===== config.mk =====
export PLATFORM = sky130hd
export DESIGN_NAME = cascade_counter
export DESIGN_NICKNAME = d
export VERILOG_FILES = /design/src/rtl/cnt_pkg.sv /design/src/rtl/cnt_next_logic.sv /design/src/rtl/cnt_state_reg.sv /design/src/rtl/cnt_tc_gen.sv /design/src/rtl/cascade_counter.sv
export SDC_FILE = /design/constraint.sdc
export NUM_CORES = 1
export LEC_CHECK = 0
export ABC_AREA = 0
export BUFFER_PORTS_ARGS = -buffer_cell sky130_fd_sc_hd__buf_2
export CAP_MARGIN = 20
export CORE_AREA = 2 2 39 41
export DETAILED_ROUTE_END_ITERATION = 10
export DIE_AREA = 0 0 41 43
export GPL_TIMING_DRIVEN = 1
export PLACE_DENSITY = 0.47
export SLEW_MARGIN = 30
export SYNTH_ARGS = -nofsm -noshare
export SYNTH_HDL_FRONTEND = slang
export SYNTH_SLANG_ARGS = --single-unit

===== constraint.sdc =====
create_clock -name clk -period 1.48 [get_ports clk]
set_input_delay 0.148 -clock clk [delete_from_list [all_inputs] [get_ports clk]]
set_output_delay 0.148 -clock clk [all_outputs]
set_load 0.01 [all_outputs]

===== src/rtl/cnt_pkg.sv =====
package cnt_pkg;
  typedef enum logic { MODE_BINARY = 1'b0, MODE_DECADE = 1'b1 } cnt_mode_e;
  typedef enum logic { RST_SYNC = 1'b0, RST_ASYNC = 1'b1 } cnt_rst_e;
endpackage


===== src/rtl/cnt_next_logic.sv =====
module cnt_next_logic
  import cnt_pkg::*;
#(
  parameter int        WIDTH = 4,
  parameter cnt_mode_e MODE  = MODE_BINARY
) (
  input  logic [WIDTH-1:0] q,
  input  logic             load_n,
  input  logic [WIDTH-1:0] din,
  input  logic             en_p,
  input  logic             en_t,
  output logic [WIDTH-1:0] d_next,
  output logic             ev_load,
  output logic             ev_count,
  output logic             ev_wrap,
  output logic             ev_illegal
);
  localparam logic [WIDTH-1:0] TOP = (MODE == MODE_DECADE) ? WIDTH'(9) : {WIDTH{1'b1}};

  // Step from a state: the top value and every state above it go to zero.
  function automatic logic [WIDTH-1:0] step_value(input logic [WIDTH-1:0] cur);
    if (cur >= TOP) return '0;
    return cur + WIDTH'(1);
  endfunction

  always_comb begin
    ev_load    = !load_n;
    ev_count   = load_n && en_p && en_t;
    ev_illegal = (q > TOP);
    ev_wrap    = ev_count && (q == TOP);
    if (ev_load)       d_next = din;
    else if (ev_count) d_next = step_value(q);
    else               d_next = q;
  end
endmodule


===== src/rtl/cnt_state_reg.sv =====
module cnt_state_reg
  import cnt_pkg::*;
#(
  parameter int       WIDTH    = 4,
  parameter cnt_rst_e RST_KIND = RST_SYNC
) (
  input  logic             clk,
  input  logic             rst_n,
  input  logic [WIDTH-1:0] d_next,
  output logic [WIDTH-1:0] q
);
  generate
    if (RST_KIND == RST_ASYNC) begin : g_async
      always_ff @(posedge clk or negedge rst_n) begin
        if (!rst_n) q <= '0;
        else        q <= d_next;
      end
    end else begin : g_sync
      always_ff @(posedge clk) begin
        if (!rst_n) q <= '0;
        else        q <= d_next;
      end
    end
  endgenerate
endmodule


===== src/rtl/cnt_tc_gen.sv =====
module cnt_tc_gen
  import cnt_pkg::*;
#(
  parameter int        WIDTH = 4,
  parameter cnt_mode_e MODE  = MODE_BINARY
) (
  input  logic             clk,
  input  logic             rst_n,
  input  logic [WIDTH-1:0] q,
  input  logic             en_t,
  output logic             tc
);
  localparam logic [WIDTH-1:0] TOP = (MODE == MODE_DECADE) ? WIDTH'(9) : {WIDTH{1'b1}};

  function automatic logic at_top(input logic [WIDTH-1:0] cur);
    return cur == TOP;
  endfunction

  assign tc = en_t && at_top(q);

  // the flag never rises while the gating enable is low
  assert_tc_gated_R6: assert property (@(posedge clk) disable iff (!rst_n)
    !en_t |-> !tc);
endmodule


===== src/rtl/cascade_counter.sv =====
module cascade_counter
  import cnt_pkg::*;
#(
  parameter int        WIDTH    = 4,
  parameter cnt_mode_e MODE     = MODE_BINARY,
  parameter cnt_rst_e  RST_KIND = RST_SYNC
) (
  input  logic             clk,
  input  logic             rst_n,
  input  logic             load_n,
  input  logic [WIDTH-1:0] din,
  input  logic             en_p,
  input  logic             en_t,
  output logic [WIDTH-1:0] q,
  output logic             tc
);
  localparam logic [WIDTH-1:0] TOP = (MODE == MODE_DECADE) ? WIDTH'(9) : {WIDTH{1'b1}};

  logic [WIDTH-1:0] d_next;
  logic ev_load, ev_count, ev_wrap, ev_illegal;

  cnt_next_logic #(.WIDTH(WIDTH), .MODE(MODE)) u_next (
    .q(q), .load_n(load_n), .din(din), .en_p(en_p), .en_t(en_t),
    .d_next(d_next), .ev_load(ev_load), .ev_count(ev_count),
    .ev_wrap(ev_wrap), .ev_illegal(ev_illegal)
  );

  cnt_state_reg #(.WIDTH(WIDTH), .RST_KIND(RST_KIND)) u_reg (
    .clk(clk), .rst_n(rst_n), .d_next(d_next), .q(q)
  );

  cnt_tc_gen #(.WIDTH(WIDTH), .MODE(MODE)) u_tc (
    .clk(clk), .rst_n(rst_n), .q(q), .en_t(en_t), .tc(tc)
  );

  assert_load_R1: assert property (@(posedge clk) disable iff (!rst_n)
    ev_load |=> q == $past(din));

  assert_count_step_R4: assert property (@(posedge clk) disable iff (!rst_n)
    (ev_count && !ev_wrap && !ev_illegal) |=> q == ($past(q) + WIDTH'(1)));

  assert_hold_R5: assert property (@(posedge clk) disable iff (!rst_n)
    (load_n && !(en_p && en_t)) |=> $stable(q));

  assert_tc_top_R6: assert property (@(posedge clk) disable iff (!rst_n)
    tc |-> (q == TOP));

  assert_wrap_R7: assert property (@(posedge clk) disable iff (!rst_n)
    ev_wrap |=> q == '0);

  assert_illegal_recover_R8: assert property (@(posedge clk) disable iff (!rst_n)
    (ev_count && ev_illegal) |=> q == '0);

  assert_illegal_no_tc_R8: assert property (@(posedge clk) disable iff (!rst_n)
    ev_illegal |-> !tc);
endmodule


Word level (Yosys, flattened, before mapping). Index checks and enable logic that the tools add are counted.

Shift operators: 0. Divide/modulo/power cells: 0. Bitwise operators: 0. Muxes and demuxes: 7. Eq/ne operators: 2. Reduce and logical (&&, ||, !) cells: 3. Order comparisons: 1. $mul: 0. $add $sub $neg: 1.

Operator list (count): 4-bit 2-to-1 mux (4); 4-bit by 1-bit adder with 4-bit output (second input constant) (1); 4-bit equality test (second input constant) (1); 4-bit greater-or-equal comparator (second input constant) (1); 1-bit logical AND (3); 1-bit 2-to-1 mux (3); 2-bit by 1-bit != test with 1-bit output (second input constant) (1).

Register bits: 4. Word-level logic and storage cells: 15. Memories kept: 0. RAM bits: 0. Latch bits: 0. Output and inout bits: 5. Bits of input ports: 9. Memory bits (read-only): 0.

Longest topological paths before layout.
Depth after elaboration: 7. Mapped depth: 4. Depth with buffers taken out: 4.

Modules after synthesis. Synthesis repeated with hierarchy kept, for this count alone.

Cell total of the unflattened synthesis: 37. Area total of the unflattened synthesis: 280.3 um2.

Modules (own cells, without submodules): cnt_next_logic (cells each 26, area an instance 162.7 um2, seq. area each 0.0 um2, instances 1); cnt_state_reg (cells each 8, area an instance 105.1 um2, seq. area each 80.1 um2, instances 1); cnt_tc_gen (cells each 3, area an instance 12.5 um2, seq. area each 0.0 um2, instances 1).

Worst setup path after synthesis. No wires, ideal clock.

Path kind: reg-to-reg. From: reg u_reg.q[0]. To: reg u_reg.q[0]. Stages on the path, launching flop included: 4. Path slack: 0.332 ns. Arrival time: 1.074 ns. Period minus slack after synthesis: 1.148 ns. Required time: 1.406 ns. Library setup time: 0.074 ns. Path buffers: 0. Cells stage by stage: dfxtp_1 ha_1 a311o_1 a31oi_1.

Longest elaborated chain between the ends: 7. Elaborated cells on any way between the ends: 8. Those cells by class: 1 x add/sub; 1 x order compare; 6 x mux.

RTL lines: start, declared (RTL line cnt_state_reg.sv:10) `output logic [WIDTH-1:0] q`; start signal, assigned (RTL line cnt_state_reg.sv:21) `else q <= d_next;`; 4-bit greater-or-equal comparator (RTL line cnt_next_logic.sv:22) `if (cur >= TOP) return '0;`; 1-bit 2-to-1 mux (RTL line cnt_next_logic.sv:22); 1-bit 2-to-1 mux (RTL line cnt_next_logic.sv:32) `else if (ev_count) d_next = step_value(q);`; 1-bit 2-to-1 mux (RTL line cnt_next_logic.sv:31) `if (ev_load) d_next = din;`; 4-bit 2-to-1 mux (*) (RTL line cnt_next_logic.sv:23) `return cur + WIDTH'(1);`; 4-bit 2-to-1 mux (*) (RTL line cnt_next_logic.sv:32); 4-bit 2-to-1 mux (*) (RTL line cnt_next_logic.sv:31).

Mark *: on every way between the ends. The rest lies on a longest branch, timed or not. The select of a mux whose other input is x is not followed. A chain may end at the register's enable or synchronous reset.

Worst setup path in the final report.
From: reg u_reg.q[0]. To: out tc.

Longest elaborated chain between the ends: 2.

RTL lines: 4-bit equality test; 1-bit logical AND (RTL line cnt_tc_gen.sv:19) `assign tc = en_t && at_top(q);`; end, declared (RTL line cascade_counter.sv:15) `output logic tc`.

Every way passes these cells.

==> impl_metrics.py <==
metrics = {
    "routing": {
        "ant_nets": 0,
        "vias_per_cell": 4.36,
        "initialDrtViolationCount": 2,
        "drc_errors": 0,
        "drt-wirelength-per-cell_um": 9.85,
        "totalWireLength_um": 581,
        "num_vias": 257,
        "dr.pass1.iters": 4,
    },
    "cells_and_area": {
        "drive_gt1_share_pct": 41.9,
        "area_delta_synth_final_pct": 48.0,
        "antenna_cells": 0,
        "final_design_area_no_fill_sq_um": 332,
        "top_register": "u_reg.q",
        "final_util_pct": 24.0,
        "nets": 55,
        "reg.largest.list": "u_reg.q (4)",
        "largest_register_ffs": 4,
    },
    "grt": {
        "grt_pass1_vias": 227,
        "antenna_found_initial": 0,
        "grt-ovfl-total": 0,
        "grt_max_degree": 9,
        "grt_pass1_wl_um": 903,
        "track_usage_pct": 7.82,
    },
    "sta": {
        "finalClockSkew_ns": 0.00308,
        "slew_headroom_pct": 86.9,
        "hold_viol_final": 0,
        "drv_slew": 0,
        "setup_ws_ns": 0.138,
        "finalSetupViolCount": 0,
        "tightest_slew_ns": 0.196,
        "clock.fmax_ghz": 0.745,
        "fin_crit_ns": 1.34,
        "post-route-period-util_pct": 90.7,
        "tns_ns": 0,
        "rsz0062_at_grt": "false",
    },
    "synth": {
        "yosysTopAreaCellShare_pct": 35.8,
        "syn_area_sq_um": 224,
        "synth_warnings": 0,
        "ys_seq_area_share_pct": 35.8,
        "synth_top_cell_by_area": "dfxtp_1",
        "synth_seq_cells": 4,
        "avgSynthCellArea_sq_um": 8.30,
        "async_flop_share_pct": 0,
        "synthCells": 27,
        "yosys.cell_types.count": 16,
        "syn_nets": 37,
        "synth_edf_count": 0,
        "synthTopCellsByArea": "dfxtp_1 36%, o21ai_0 8.9%, a21oi_1 6.7%",
        "ys.flop_type": "dfxtp_1",
        "yosys-top-cells-count": "4 x dfxtp_1, 4 x o21ai_0, 3 x a21oi_1, 3 x nand3_1, 2 x nand2_1",
    },
    "hold_path": {
        "hold_end": "u_reg.q[1]$_SDFFE_PN0P_",
        "hold_path.class": "in -> reg",
        "hold_depth": 3,
        "holdCritStartpoint": "rst_n",
    },
    "setup_path": {
        "slowest_stage": "dfxtp_1",
        "crit_required_ns": 1.33,
        "cp.arrival_ns": 1.19,
        "crit_path_end_kind": "primary output",
        "critPathMaxStageDelay_ns": 0.39,
        "rrSetupSlack_ns": 0.32,
        "crit_path_cell_trace": "ha_1, and4_2, buf_2",
        "r2r_start": "u_reg.q[0]$_SDFFE_PN0P_",
        "reg2reg_to": "u_reg.q[0]$_SDFFE_PN0P_",
        "path_class": "reg -> out",
        "reg2reg_depth": 3,
        "crit_fanout": 6,
        "worst_setup_path_start_kind": "flip-flop",
    },
    "pwr": {
        "internal-power_mw": 0.232,
        "leakagePower_nw": 0.149,
        "power_frac_seq_pct": 41.0,
        "vdd_drop_max_mv": 0.276,
        "power_frac_comb_pct": 16.4,
        "switching_power_mw": 0.0783,
        "p_clk_share_pct": 42.6,
        "p_sw_share_pct": 25.2,
        "power.density_mw_per_mm2": 937,
        "power.total_mw": 0.311,
    },
    "die": {
        "start_util_pct": 16.2,
        "die_x_um": 41,
        "rows": 14,
        "core_region_area_sq_mm": 0.00138,
        "fp.dieH_um": 43,
        "num_io_pins": 14,
        "dieArea_sq_mm": 0.00176,
    },
    "clock_tree": {
        "worstSkewPairLatency_ns": 0.23,
        "clockBufferDepth": 2,
        "clkTransAtPathRegs_ns": 0.04,
        "ctsHoldBuffers": 0,
        "cts_root_buffer": "clkbuf_4",
        "post-cts-setup-buffer-count": 0,
        "cts_buffers": 3,
        "cts_tree": "done",
        "clock_sinks": 4,
        "postCtsResizedCells": 0,
        "h-tree-depth": 1,
    },
    "placement": {
        "dp_hpwl_um": 467,
        "gp_congestion": 0.683,
        "pre_cts_ws_ns": 0.327,
        "place.port_buffers": 13,
        "place_area_sq_um": 309,
    },
    "status": {
        "status": "completed",
    },
    "run": {
        "cap_violations": 0,
    },
}
[layer usage]
metal	up-vias	part of all wire, %	GRT usage [%]
met3	2	12	2.09
met5	-	0	0
met2	10	40	9.38
met1	106	47	10.3
li1	139	-	-
met4	0	1.0	8.00
[through the flow]
stage,cells,hold WS (ns)
floorplan,27,0.237
detailed placement,56,0.405
CTS,59,0.158
global route,59,0.174
finish,59,0.163
global placement,56,0.403
[worst max-delay path: cells and delay by family, from the launching register on]
family / cells / cell delay (ns)
buffers and inverters: 1 / 0.12
DFF: 1 / 0.39
adders and majority gates: 1 / 0.23
and+or+nand+nor: 1 / 0.22
[power by group through the flow]
stage,clock network [mW],registers (mW),logic (mW)
2_1_floorplan,0,0.131,0.0206
3_3_place_gp,0,0.129,0.0525
3_5_place_dp,0,0.129,0.0515
4_1_cts,0.141,0.128,0.0519
5_1_grt,0.147,0.129,0.0578
6_report,0.132,0.127,0.0510
[layout make-up]
cell class,count,area [sq um]
inverters,1,3.75
flip-flops and latches,4,80.1
clock buffers,3,22.5
fillers,161,1050
multi-input cells,22,140
well taps,16,20.0
repair buffers,13,65.1
[how the worst max path moves through the flow]
stage                                   end  cells past startpoint                     from  slack (ns)
global route                             tc                      3  u_reg.q[1]$_SDFFE_PN0P_        0.04
floorplan           u_reg.q[0]$_SDFFE_PN0P_                      3  u_reg.q[0]$_SDFFE_PN0P_        0.33
finish                                   tc                      3  u_reg.q[0]$_SDFFE_PN0P_        0.14
detailed placement  u_reg.q[0]$_SDFFE_PN0P_                      3  u_reg.q[0]$_SDFFE_PN0P_        0.33
CTS                                      tc                      3  u_reg.q[1]$_SDFFE_PN0P_        0.11
global placement    u_reg.q[0]$_SDFFE_PN0P_                      3  u_reg.q[0]$_SDFFE_PN0P_        0.34
[cells in the final DEF, fill, tap and decap left out]
master / count
nand2_2: 1
nand4b_1: 1
a31oi_1: 1
ha_1: 1
a311o_1: 1
inv_1: 1
a311oi_1: 1
buf_2: 13
o21ai_0: 4
nand3_1: 3
and4_2: 1
nand2_1: 2
xor2_1: 1
nor2_1: 1
a21oi_1: 3
o21a_1: 1
dfxtp_1: 4
clkbuf_4: 3
[cells by family (layout without fill, tap and decap cells)]
| group | Yosys count | count (layout) | synth area share, % |
|---|---|---|---|
| adders and majority gates | 1 | 1 | 5.59 |
| AOI/OAI and AO/OA | 11 | 11 | 30.2 |
| DFF | 4 | 4 | 35.8 |
| buffers and inverters | 1 | 17 | 1.67 |
| xor gates and xnor gates | 1 | 1 | 3.91 |
| and+or+nand+nor | 9 | 9 | 22.9 |
Power figures use the tool's default switching activity.
